==> src/rtl/slp_arb_pkg.sv <==
package slp_arb_pkg;
  // Shallow-to-deep ordering; the priority scan depends on it.
  typedef enum logic [2:0] {
    SLP_IDLE      = 3'd0,
    SLP_EXT_STBY  = 3'd1,
    SLP_SAVE      = 3'd2,
    SLP_STBY      = 3'd3,
    SLP_DOWN      = 3'd4
  } slp_mode_e;

  localparam int SLP_NUM_MODES = 5;
  localparam int SLP_CNT_W     = 8;
endpackage

==> src/rtl/slp_idx_decode.sv <==
module slp_idx_decode #(
  parameter int NUM_MODES = 5,
  parameter int MODE_W    = 3
) (
  input  logic                 valid,
  input  logic [MODE_W-1:0]    idx,
  output logic [NUM_MODES-1:0] hot
);
  // Indices outside the mode list decode to nothing.
  for (genvar g = 0; g < NUM_MODES; g++) begin : g_dec
    assign hot[g] = valid && (idx == MODE_W'(g));
  end
endmodule

==> src/rtl/slp_lock_counter.sv <==
module slp_lock_counter #(
  parameter int CNT_W = 8
) (
  input  logic             clk,
  input  logic             rst_n,
  input  logic             init,
  input  logic             scan,
  input  logic             held_inc,
  input  logic             held_dec,
  input  logic             new_inc,
  input  logic             new_dec,
  output logic [CNT_W-1:0] cnt_q,
  output logic             eff_nz,
  output logic             sat_err
);
  localparam logic [CNT_W-1:0] CNT_MAX = '1;

  logic [CNT_W-1:0] c1, c2, cnt_d;
  logic             e1, e2, cnt_en;

  // Stage 1: deferred update from the previous scan cycle.
  always_comb begin
    c1 = cnt_q;
    e1 = 1'b0;
    if (held_inc && !held_dec) begin
      if (cnt_q == CNT_MAX) e1 = 1'b1;
      else                  c1 = cnt_q + 1'b1;
    end else if (held_dec && !held_inc) begin
      if (cnt_q == '0) e1 = 1'b1;
      else             c1 = cnt_q - 1'b1;
    end
  end

  // Stage 2: update arriving this cycle.
  always_comb begin
    c2 = c1;
    e2 = 1'b0;
    if (new_inc && !new_dec) begin
      if (c1 == CNT_MAX) e2 = 1'b1;
      else               c2 = c1 + 1'b1;
    end else if (new_dec && !new_inc) begin
      if (c1 == '0) e2 = 1'b1;
      else          c2 = c1 - 1'b1;
    end
  end

  always_comb begin
    cnt_en = init | held_inc | held_dec | (!scan & (new_inc | new_dec));
    if (init)      cnt_d = '0;
    else if (scan) cnt_d = c1;
    else           cnt_d = c2;
    sat_err = !init && (e1 || (!scan && e2));
    eff_nz  = (c1 != '0);
  end

  always_ff @(posedge clk or negedge rst_n) begin
    if (!rst_n)      cnt_q <= '0;
    else if (cnt_en) cnt_q <= cnt_d;
  end
endmodule

==> src/rtl/slp_prio_scan.sv <==
module slp_prio_scan #(
  parameter int NUM_MODES = 5,
  parameter int MODE_W    = 3
) (
  input  logic [NUM_MODES-1:0] nz,
  output logic [MODE_W-1:0]    sel
);
  // Walk deep to shallow so that the shallowest non-zero entry wins.
  always_comb begin
    sel = MODE_W'(NUM_MODES - 1);
    for (int i = NUM_MODES - 1; i >= 0; i--) begin
      if (nz[i]) sel = MODE_W'(i);
    end
  end
endmodule

==> src/rtl/sleep_lock_arbiter.sv <==
module sleep_lock_arbiter #(
  parameter int NUM_MODES = slp_arb_pkg::SLP_NUM_MODES,
  parameter int CNT_W     = slp_arb_pkg::SLP_CNT_W,
  localparam int MODE_W   = (NUM_MODES > 1) ? $clog2(NUM_MODES) : 1
) (
  input  logic              clk,
  input  logic              rst_n,
  input  logic              init_i,
  input  logic              lock_valid_i,
  input  logic [MODE_W-1:0] lock_mode_i,
  input  logic              unlock_valid_i,
  input  logic [MODE_W-1:0] unlock_mode_i,
  input  logic              sleep_req_i,
  input  logic              irq_pending_i,
  output logic [MODE_W-1:0] sleep_mode_o,
  output logic              sleep_go_o,
  output logic              lock_err_o
);
  localparam logic [MODE_W-1:0] DEEPEST = MODE_W'(NUM_MODES - 1);

  logic [NUM_MODES-1:0] new_inc, new_dec;
  logic [NUM_MODES-1:0] held_inc_q, held_dec_q, held_inc_d, held_dec_d;
  logic [NUM_MODES-1:0] eff_nz, sat_err;
  logic [MODE_W-1:0]    sel, mode_q, mode_d;
  logic                 scan_fire, go_d, go_q, err_d, err_q, mode_en;

  slp_idx_decode #(.NUM_MODES(NUM_MODES), .MODE_W(MODE_W)) u_dec_lock (
    .valid(lock_valid_i), .idx(lock_mode_i), .hot(new_inc));
  slp_idx_decode #(.NUM_MODES(NUM_MODES), .MODE_W(MODE_W)) u_dec_unlock (
    .valid(unlock_valid_i), .idx(unlock_mode_i), .hot(new_dec));

  for (genvar g = 0; g < NUM_MODES; g++) begin : g_cnt
    logic [CNT_W-1:0] cnt_unused;
    slp_lock_counter #(.CNT_W(CNT_W)) u_cnt (
      .clk(clk), .rst_n(rst_n), .init(init_i), .scan(scan_fire),
      .held_inc(held_inc_q[g]), .held_dec(held_dec_q[g]),
      .new_inc(new_inc[g]), .new_dec(new_dec[g]),
      .cnt_q(cnt_unused), .eff_nz(eff_nz[g]), .sat_err(sat_err[g]));
  end

  slp_prio_scan #(.NUM_MODES(NUM_MODES), .MODE_W(MODE_W)) u_scan (
    .nz(eff_nz), .sel(sel));

  always_comb begin
    scan_fire = sleep_req_i && !init_i;
    go_d      = scan_fire && !irq_pending_i;
    mode_en   = go_d;
    mode_d    = sel;
    err_d     = !init_i && (err_q || (|sat_err));
    if (scan_fire) begin
      held_inc_d = new_inc;
      held_dec_d = new_dec;
    end else begin
      held_inc_d = '0;
      held_dec_d = '0;
    end
  end

  always_ff @(posedge clk or negedge rst_n) begin
    if (!rst_n) begin
      held_inc_q <= '0;
      held_dec_q <= '0;
      go_q       <= 1'b0;
      err_q      <= 1'b0;
    end else begin
      held_inc_q <= held_inc_d;
      held_dec_q <= held_dec_d;
      go_q       <= go_d;
      err_q      <= err_d;
    end
  end

  always_ff @(posedge clk or negedge rst_n) begin
    if (!rst_n)       mode_q <= DEEPEST;
    else if (mode_en) mode_q <= mode_d;
  end

  assign sleep_mode_o = mode_q;
  assign sleep_go_o   = go_q;
  assign lock_err_o   = err_q;
endmodule

==> config.mk <==
export PLATFORM = sky130hd
export DESIGN_NAME = sleep_lock_arbiter
export DESIGN_NICKNAME = d
export VERILOG_FILES = /design/src/rtl/slp_arb_pkg.sv /design/src/rtl/slp_idx_decode.sv /design/src/rtl/slp_lock_counter.sv /design/src/rtl/slp_prio_scan.sv /design/src/rtl/sleep_lock_arbiter.sv
export SDC_FILE = /design/constraint.sdc
export NUM_CORES = 1
export LEC_CHECK = 0
export ABC_CLOCK_PERIOD_IN_PS = 4000
export BUFFER_PORTS_ARGS = -buffer_cell sky130_fd_sc_hd__buf_2
export CAP_MARGIN = 20
export CORE_MARGIN = 1.5
export CORE_UTILIZATION = 50
export CTS_CLUSTER_SIZE = 25
export DETAILED_ROUTE_END_ITERATION = 8
export PLACE_DENSITY = 0.65
export SYNTH_ARGS = -nofsm -noshare
export SYNTH_HDL_FRONTEND = slang
export SYNTH_SLANG_ARGS = --single-unit
==> constraint.sdc <==
create_clock -name clk -period 4 [get_ports clk]
set_clock_uncertainty 0.2 [all_clocks]
set_input_delay 0.4 -clock clk [delete_from_list [all_inputs] [get_ports clk]]
set_output_delay 0.4 -clock clk [all_outputs]
set_load 0.01 [all_outputs]
# Yosys cells after proc, flatten, opt, wreduce, memory -nomap -nowiden
# Index checks and enable logic that the tools add are counted.
[word_totals]
out_inout_bits = 5
rom_bits = 0
n_memories = 0
latchBits = 0
in_bits = 13
reg_bits = 55
word_cells = 258
ramBits = 0
[op_classes]
magnitude_cmp = 0
eq_ne = 18
n_mul = 0
n_bitwise = 25
shift = 0
n_div = 0
reduce_logical = 89
n_mux = 96
addsub = 20
[ops]
columns = ["operator", "n"]
rows = [
  ["$mux 8", 50],
  ["$add 8x1->8 const B", 10],
  ["$eq 8x8->1 const B", 10],
  ["$logic_not 8->1", 10],
  ["$sub 8x1->8 const B", 10],
  ["$logic_and 1x1->1", 43],
  ["$mux 1", 40],
  ["$reduce_bool 8->1", 4],
  ["$logic_not 1->1", 23],
  ["$or 1x1->1", 20],
  ["$eq 3x2->1 const B", 4],
  ["$mux 3", 4],
  ["$mux 5", 2],
  ["$eq 3x1->1 const B", 2],
  ["$eq 3x3->1 const B", 2],
  ["$logic_not 3->1", 2],
  ["$logic_or 1x1->1", 6],
  ["$and 1x1->1", 5],
  ["$reduce_or 5->1", 1],
]

# Depth between registers and ports, before layout
[depth]
ltp_word = 14
depth_mapped = 15
mapped_depth_nobuf = 15

# Modules after synthesis
# Synthesis repeated with hierarchy kept, for this count alone.
[unflattened]
hier_cells = 1066
area_unflattened_um2 = 8449.4
[by_module_without_submodules]
columns = ["module", "area_each_um2", "n_inst", "seq_area_each_um2", "cells_each"]
rows = [
  ["slp_lock_counter at g_cnt[0].u_cnt ...", 1585.3, 4, 200.2, 205],
  ["slp_lock_counter at g_cnt[4].u_cnt", 1426.4, 1, 200.2, 196],
  ["sleep_lock_arbiter", 518.0, 1, 376.6, 34],
  ["slp_idx_decode", 63.8, 2, 0.0, 5],
  ["slp_prio_scan", 36.3, 1, 0.0, 6],
]

# Least setup slack after synthesis
# No wires, ideal clock.
[synth_path]
kind = "reg2reg"
start = "reg g_cnt[3].u_cnt.cnt_q[1]"
end = "reg g_cnt[3].u_cnt.cnt_q[1]"
required_time_ns = 3.678
setup_time_ns = 0.122
n_path_buf = 0
t_arrival_ns = 3.136
period_less_slack_ns = 3.458
setup_slack_ns = 0.542
path_stages_with_launch = 15
path_cell_list = "dfrtp_1 > inv_1 > ha_1 > or3b_2 > nor2_1 > nor2_1 > o31ai_1 > inv_1 > ha_1 > o2111ai_1 > nor4b_2 > or2_2 > a2bb2oi_1 > o221ai_1 > nand2_1"
[synth_via]
elab_chain_len = 10
word_cells_on_any_way = 18
cone_classes = "add/sub (4); eq/ne (2); mux (10); reduce/logical (2)"
[synth_rtl]
columns = ["item", "line_no", "text"]
rows = [
  ["start: declaration", "slp_lock_counter.sv:12", "output logic [CNT_W-1:0] cnt_q,"],
  ["start signal: assignment", "slp_lock_counter.sv:58", "else if (cnt_en) cnt_q <= cnt_d;"],
  ["$sub 8x1->8 / $logic_not 8->1 (equally long branches)", "slp_lock_counter.sv:30, slp_lock_counter.sv:29", ""],
  ["$mux 8", "slp_lock_counter.sv:29", "if (cnt_q == '0) e1 = 1'b1;"],
  ["$mux 8", "slp_lock_counter.sv:28", "end else if (held_dec && !held_inc) begin"],
  ["$mux 8 (*)", "slp_lock_counter.sv:25", "if (held_inc && !held_dec) begin"],
  ["$sub 8x1->8 / $logic_not 8->1 (equally long branches)", "slp_lock_counter.sv:43, slp_lock_counter.sv:42", ""],
  ["$mux 8", "slp_lock_counter.sv:42", "if (c1 == '0) e2 = 1'b1;"],
  ["$mux 8", "slp_lock_counter.sv:41", "end else if (new_dec && !new_inc) begin"],
  ["$mux 8", "slp_lock_counter.sv:38", "if (new_inc && !new_dec) begin"],
  ["$mux 8 (*)", "slp_lock_counter.sv:50", "else if (scan) cnt_d = c1;"],
  ["$mux 8 (*)", "slp_lock_counter.sv:49", "if (init) cnt_d = '0;"],
]
# Mark *: on every way between the ends. The rest lies on a longest branch, timed or not.
# A chain may end at the register's enable or synchronous reset.

# Final worst setup path
[layout_path]
start = "reg g_cnt[2].u_cnt.cnt_q[1]"
end = "reg g_cnt[2].u_cnt.cnt_q[4]"
[layout_via]
elab_chain_len = 10
word_cells_on_any_way = 18
cone_classes = "add/sub (4); eq/ne (2); mux (10); reduce/logical (2)"
[layout_rtl]
columns = ["item", "line_no"]
rows = [
  ["start: declaration", "slp_lock_counter.sv:12"],
  ["start signal: assignment", "slp_lock_counter.sv:58"],
  ["$sub 8x1->8 / $logic_not 8->1 (equally long branches)", "slp_lock_counter.sv:30, slp_lock_counter.sv:29"],
  ["$mux 8", "slp_lock_counter.sv:29"],
  ["$mux 8", "slp_lock_counter.sv:28"],
  ["$mux 8 (*)", "slp_lock_counter.sv:25"],
  ["$sub 8x1->8 / $logic_not 8->1 (equally long branches)", "slp_lock_counter.sv:43, slp_lock_counter.sv:42"],
  ["$mux 8", "slp_lock_counter.sv:42"],
  ["$mux 8", "slp_lock_counter.sv:41"],
  ["$mux 8", "slp_lock_counter.sv:38"],
  ["$mux 8 (*)", "slp_lock_counter.sv:50"],
  ["$mux 8 (*)", "slp_lock_counter.sv:49"],
]
# Marks and branches as above.

==> impl_results.rst <==
.. list-table::
   :header-rows: 1

   * - Metric
     - Value
   * - Worst slew slack as a fraction of its limit
     - 43.3%
   * - Top cells by area, synth
     - dfrtp_1, ha_1, nand2_1, nor2_1, a21oi_1
   * - Antenna violation net count after detailed routing
     - 0
   * - Starting DRC count in detailed routing
     - 926
   * - Highest achievable clock rate
     - 266 MHz
   * - Crit Path Class
     - register to register
   * - Net switching power
     - 0.000863 W
   * - Mux contribution to synthesized area
     - 2.71%
   * - Number of cell rows
     - 45
   * - Average wire per cell in the routed design
     - 19.3 um
   * - Die area
     - 16200 sq um
   * - Timing startpoint of the critical path
     - g_cnt[2].u_cnt.cnt_q[1]
   * - Top-area cell type share of the netlist area
     - 17.5%
   * - Vias post-DR
     - 8699
   * - Detailed-route vias per instance
     - 6.85
   * - Launch instance of the worst register-to-register path
     - g_cnt[2].u_cnt.cnt_q[1]
   * - Overall fraction of global-route tracks in use
     - 30.0%
   * - Number of search-and-repair iterations in the first detailed-routing pass
     - 5
   * - Status
     - complete, no violations
   * - Number of antenna violations at the first check in global routing
     - 0
   * - Shortest period the worst path allows
     - 3.76 ns
   * - Number of filler cells placed in the layout
     - 1420
   * - Part of the power in the clock network
     - 22.7%
   * - Min-Delay Path Depth
     - 3
   * - Number of antenna cells inserted
     - 0
   * - Internal cell power
     - 0.00121 W
   * - Final core utilization
     - 54.9%
   * - Post-Synthesis Net Count
     - 1115
   * - Worst voltage drop across the vdd grid
     - 0.188 mV
   * - Fraction of power spent switching nets
     - 41.6%
   * - Max-cap violations
     - 0
   * - Synthesized instance count
     - 1068
   * - TritonCTS clock tree
     - built
   * - Synth unique cells
     - 95
   * - Worst-path maximum fanout
     - 7
   * - PnR Total Power
     - 0.00208 W
   * - Slew at the pin with the worst max-slew slack
     - 0.838 ns
   * - Cell at the root of the clock tree
     - clkbuf_16
   * - Initial standard-cell utilization of the core
     - 50.8%
   * - Post-synthesis instance area
     - 7700 sq um
   * - Synth-to-Final Area Change
     - 7.98%
   * - Layout cell share with drive strength beyond 1
     - 12.1%
   * - Total power per unit cell area
     - 250 nW/um^2
   * - Arrival time worst endpoint
     - 3.74 ns
   * - Worst setup SP type
     - register
   * - Area fraction in compound gates after synthesis
     - 30.8%
   * - Clk sinks
     - 55
   * - Register Area
     - 1380 sq um
   * - Vias in the first global route
     - 7639
   * - Proportion of register bits with asynchronous set or reset after synthesis
     - 100%
   * - Unrepaired setup endpoints after global routing
     - false
   * - First-pass GRT wire length
     - 39500 um
   * - Latest clock arrival within the worst-skew pair
     - 0.31 ns
   * - Most used cells in the layout excluding fill and tap cells
     - nor2_1, nand2_1, a21oi_1
   * - Synth warn
     - 0
   * - Part of the power in registers
     - 32.9%
   * - Reg2Reg Capture Point
     - g_cnt[2].u_cnt.cnt_q[4]
   * - Post-CTS setup buffer count
     - 0
   * - Maximum number of buffers from clock root to sink
     - 2
   * - Hold Path End
     - held_inc_q[4]
   * - Largest family of logic cells by synthesized area
     - simple AND/OR/NAND/NOR gates
   * - Worst-path clk slew
     - 0.08 ns
   * - Pin count of the biggest net entering global routing
     - 33
   * - Final worst-path cycle share
     - 94.0%
   * - Post-synthesis cell type with the largest combined area
     - dfrtp_1
   * - Setup TNS
     - 0 ns
   * - Top Usage Layer GRT
     - met2
   * - Global routing met1 resource utilization
     - 41.8%
   * - Mean instance size in the synthesized netlist
     - 7.21 sq um
   * - Arithmetic-cell share of the synthesized area counting full adders, half adders and majority gates
     - 5.52%
   * - Part of the Yosys area used for sequential elements
     - 17.9%
   * - Area used by multi-input combinational logic
     - 5910 sq um
   * - Final hold viol count
     - 0
   * - Worst R2R Path Depth
     - 14
   * - Setup slack of the most critical reg-to-reg path
     - 0.24 ns
   * - Total clock buffers created by CTS
     - 5
   * - Die Span Y
     - 127 um
   * - Met2 capacity usage during global routing
     - 48.8%
   * - Remaining design rule violation count
     - 0
   * - CP endpoint kind
     - register
   * - Required time of the worst setup path
     - 3.98 ns
   * - Final count of negative-setup-slack endpoints
     - 0
   * - Type of the tightest min-delay check
     - primary input to register
   * - Half-perimeter wire length of the detailed placement result
     - 18400 um
   * - Startpoint of the worst hold path
     - lock_mode_i[2]
   * - Buffers added on ports
     - 17
   * - Aggregate routed wire length
     - 24500 um
   * - Level count of the clock H-tree
     - 2
   * - Number of synthesized flops with an enable pin
     - 0
   * - Number of synthesized register bits
     - 55
   * - Fraction of the mapped netlist area in simple logic gates
     - 35.8%
   * - Relative contribution of combinational cells to total power
     - 44.3%
   * - Core box area
     - 15100 sq um
   * - Die Wd
     - 127 um
   * - Xor/xnor cell area share of the yosys netlist
     - 1.71%
   * - GRT Residual Overflow
     - 0
   * - Ys flop type
     - dfrtp_1
   * - Top-level port count
     - 18
   * - Leak Pwr
     - 3.30 nW
   * - Final Max Slew Viols
     - 0
   * - Global routing usage on met3
     - 4.02%
   * - Post-layout nets
     - 1129
   * - Placer's final routability congestion estimate
     - 0.950
## power by group through the flow
| stage | clock network, W | logic, W | registers, W |
|---|---|---|---|
| 2_1_floorplan | 0 | 0.000647 | 0.000652 |
| 3_3_place_gp | 0 | 0.000891 | 0.000692 |
| 3_5_place_dp | 0 | 0.000890 | 0.000691 |
| 4_1_cts | 0.000478 | 0.000895 | 0.000680 |
| 5_1_grt | 0.000499 | 0.00101 | 0.000693 |
| 6_report | 0.000472 | 0.000920 | 0.000683 |
## worst max-delay path by stage
stage               slack [ns]                 endpoint  cells past startpoint
floorplan                 0.54  g_cnt[3].u_cnt.cnt_q[1]                     14
finish                    0.24  g_cnt[2].u_cnt.cnt_q[4]                     14
CTS                       0.21  g_cnt[4].u_cnt.cnt_q[1]                     12
detailed placement        0.25  g_cnt[4].u_cnt.cnt_q[1]                     12
global route              0.01  g_cnt[4].u_cnt.cnt_q[1]                     12
global placement          0.37  g_cnt[0].u_cnt.cnt_q[7]                     15
## layer usage
layer / wire [um] / vias up
met5: 0 / -
met4: 495 / 0
met3: 1990 / 46
met2: 11300 / 476
met1: 10700 / 4053
li1: - / 4124
## cell families (layout without fill, tap and decap cells)
group,Yosys count,after routing
simple gates,507,507
compound gates,331,331
buf+inv,106,120
flops,55,55
fa+ha+maj,34,34
mux,20,20
xor+xnor,15,15
## final cells by class
type,count,share of cell area [%]
Clock buffer,6,1.67
Clock inverter,1,0.0602
Inverter,44,1.99
Multi-Input combinational cell,907,71.1
Sequential cell,55,16.6
Tap cell,188,2.83
Timing Repair Buffer,69,5.75
## critical path, cell delays in order, from the launching register on
cell       delay (ns)
dfrtp_1          0.44
inv_1            0.15
ha_1             0.16
or3b_1           0.45
nor2_4           0.20
o31ai_1          0.09
a211o_1          0.35
inv_1            0.10
ha_1             0.14
o2111ai_1        0.11
or2_2            0.34
nor3_4           0.30
nor3_1           0.10
o311ai_0         0.40
nand2_1          0.08
## flip-flops by register name (all words and copies together) (netlist names)
| name | cells |
|---|---|
| held_dec_q | 5 |
| sleep_go_o | 1 |
| held_inc_q | 5 |
| sleep_mode_o | 3 |
| lock_err_o | 1 |
| g_cnt.u_cnt.cnt_q | 40 |
## synth_stat cells (22+ instances only)
library cell,count
o21ai_0,50
and3_1,30
nor3_1,55
ha_1,34
dfrtp_1,54
clkbuf_1,47
nand3_1,55
nor2_1,99
nor4_1,22
a21oi_1,68
nand2_1,99
inv_1,43
## stage by stage
stage                     cell area [sq um]  setup slack (ns)  instances  hold WS, ns
after detailed placement               8150             0.249       1262        0.241
after global routing                   8320            0.0100       1270        0.184
after global placement                 8150             0.372       1262        0.232
final                                  8320             0.242       1270        0.176
after CTS                              8300             0.209       1270        0.168
after floorplan                        7700             0.542       1068      -0.0956
## repair_timing
action,CTS,global route
endpoints found under the setup margin,0,4
hold buffers,1,0
endpoints found under the hold margin,23,0
resized for setup,0,4
Power figures use the tool's default switching activity.
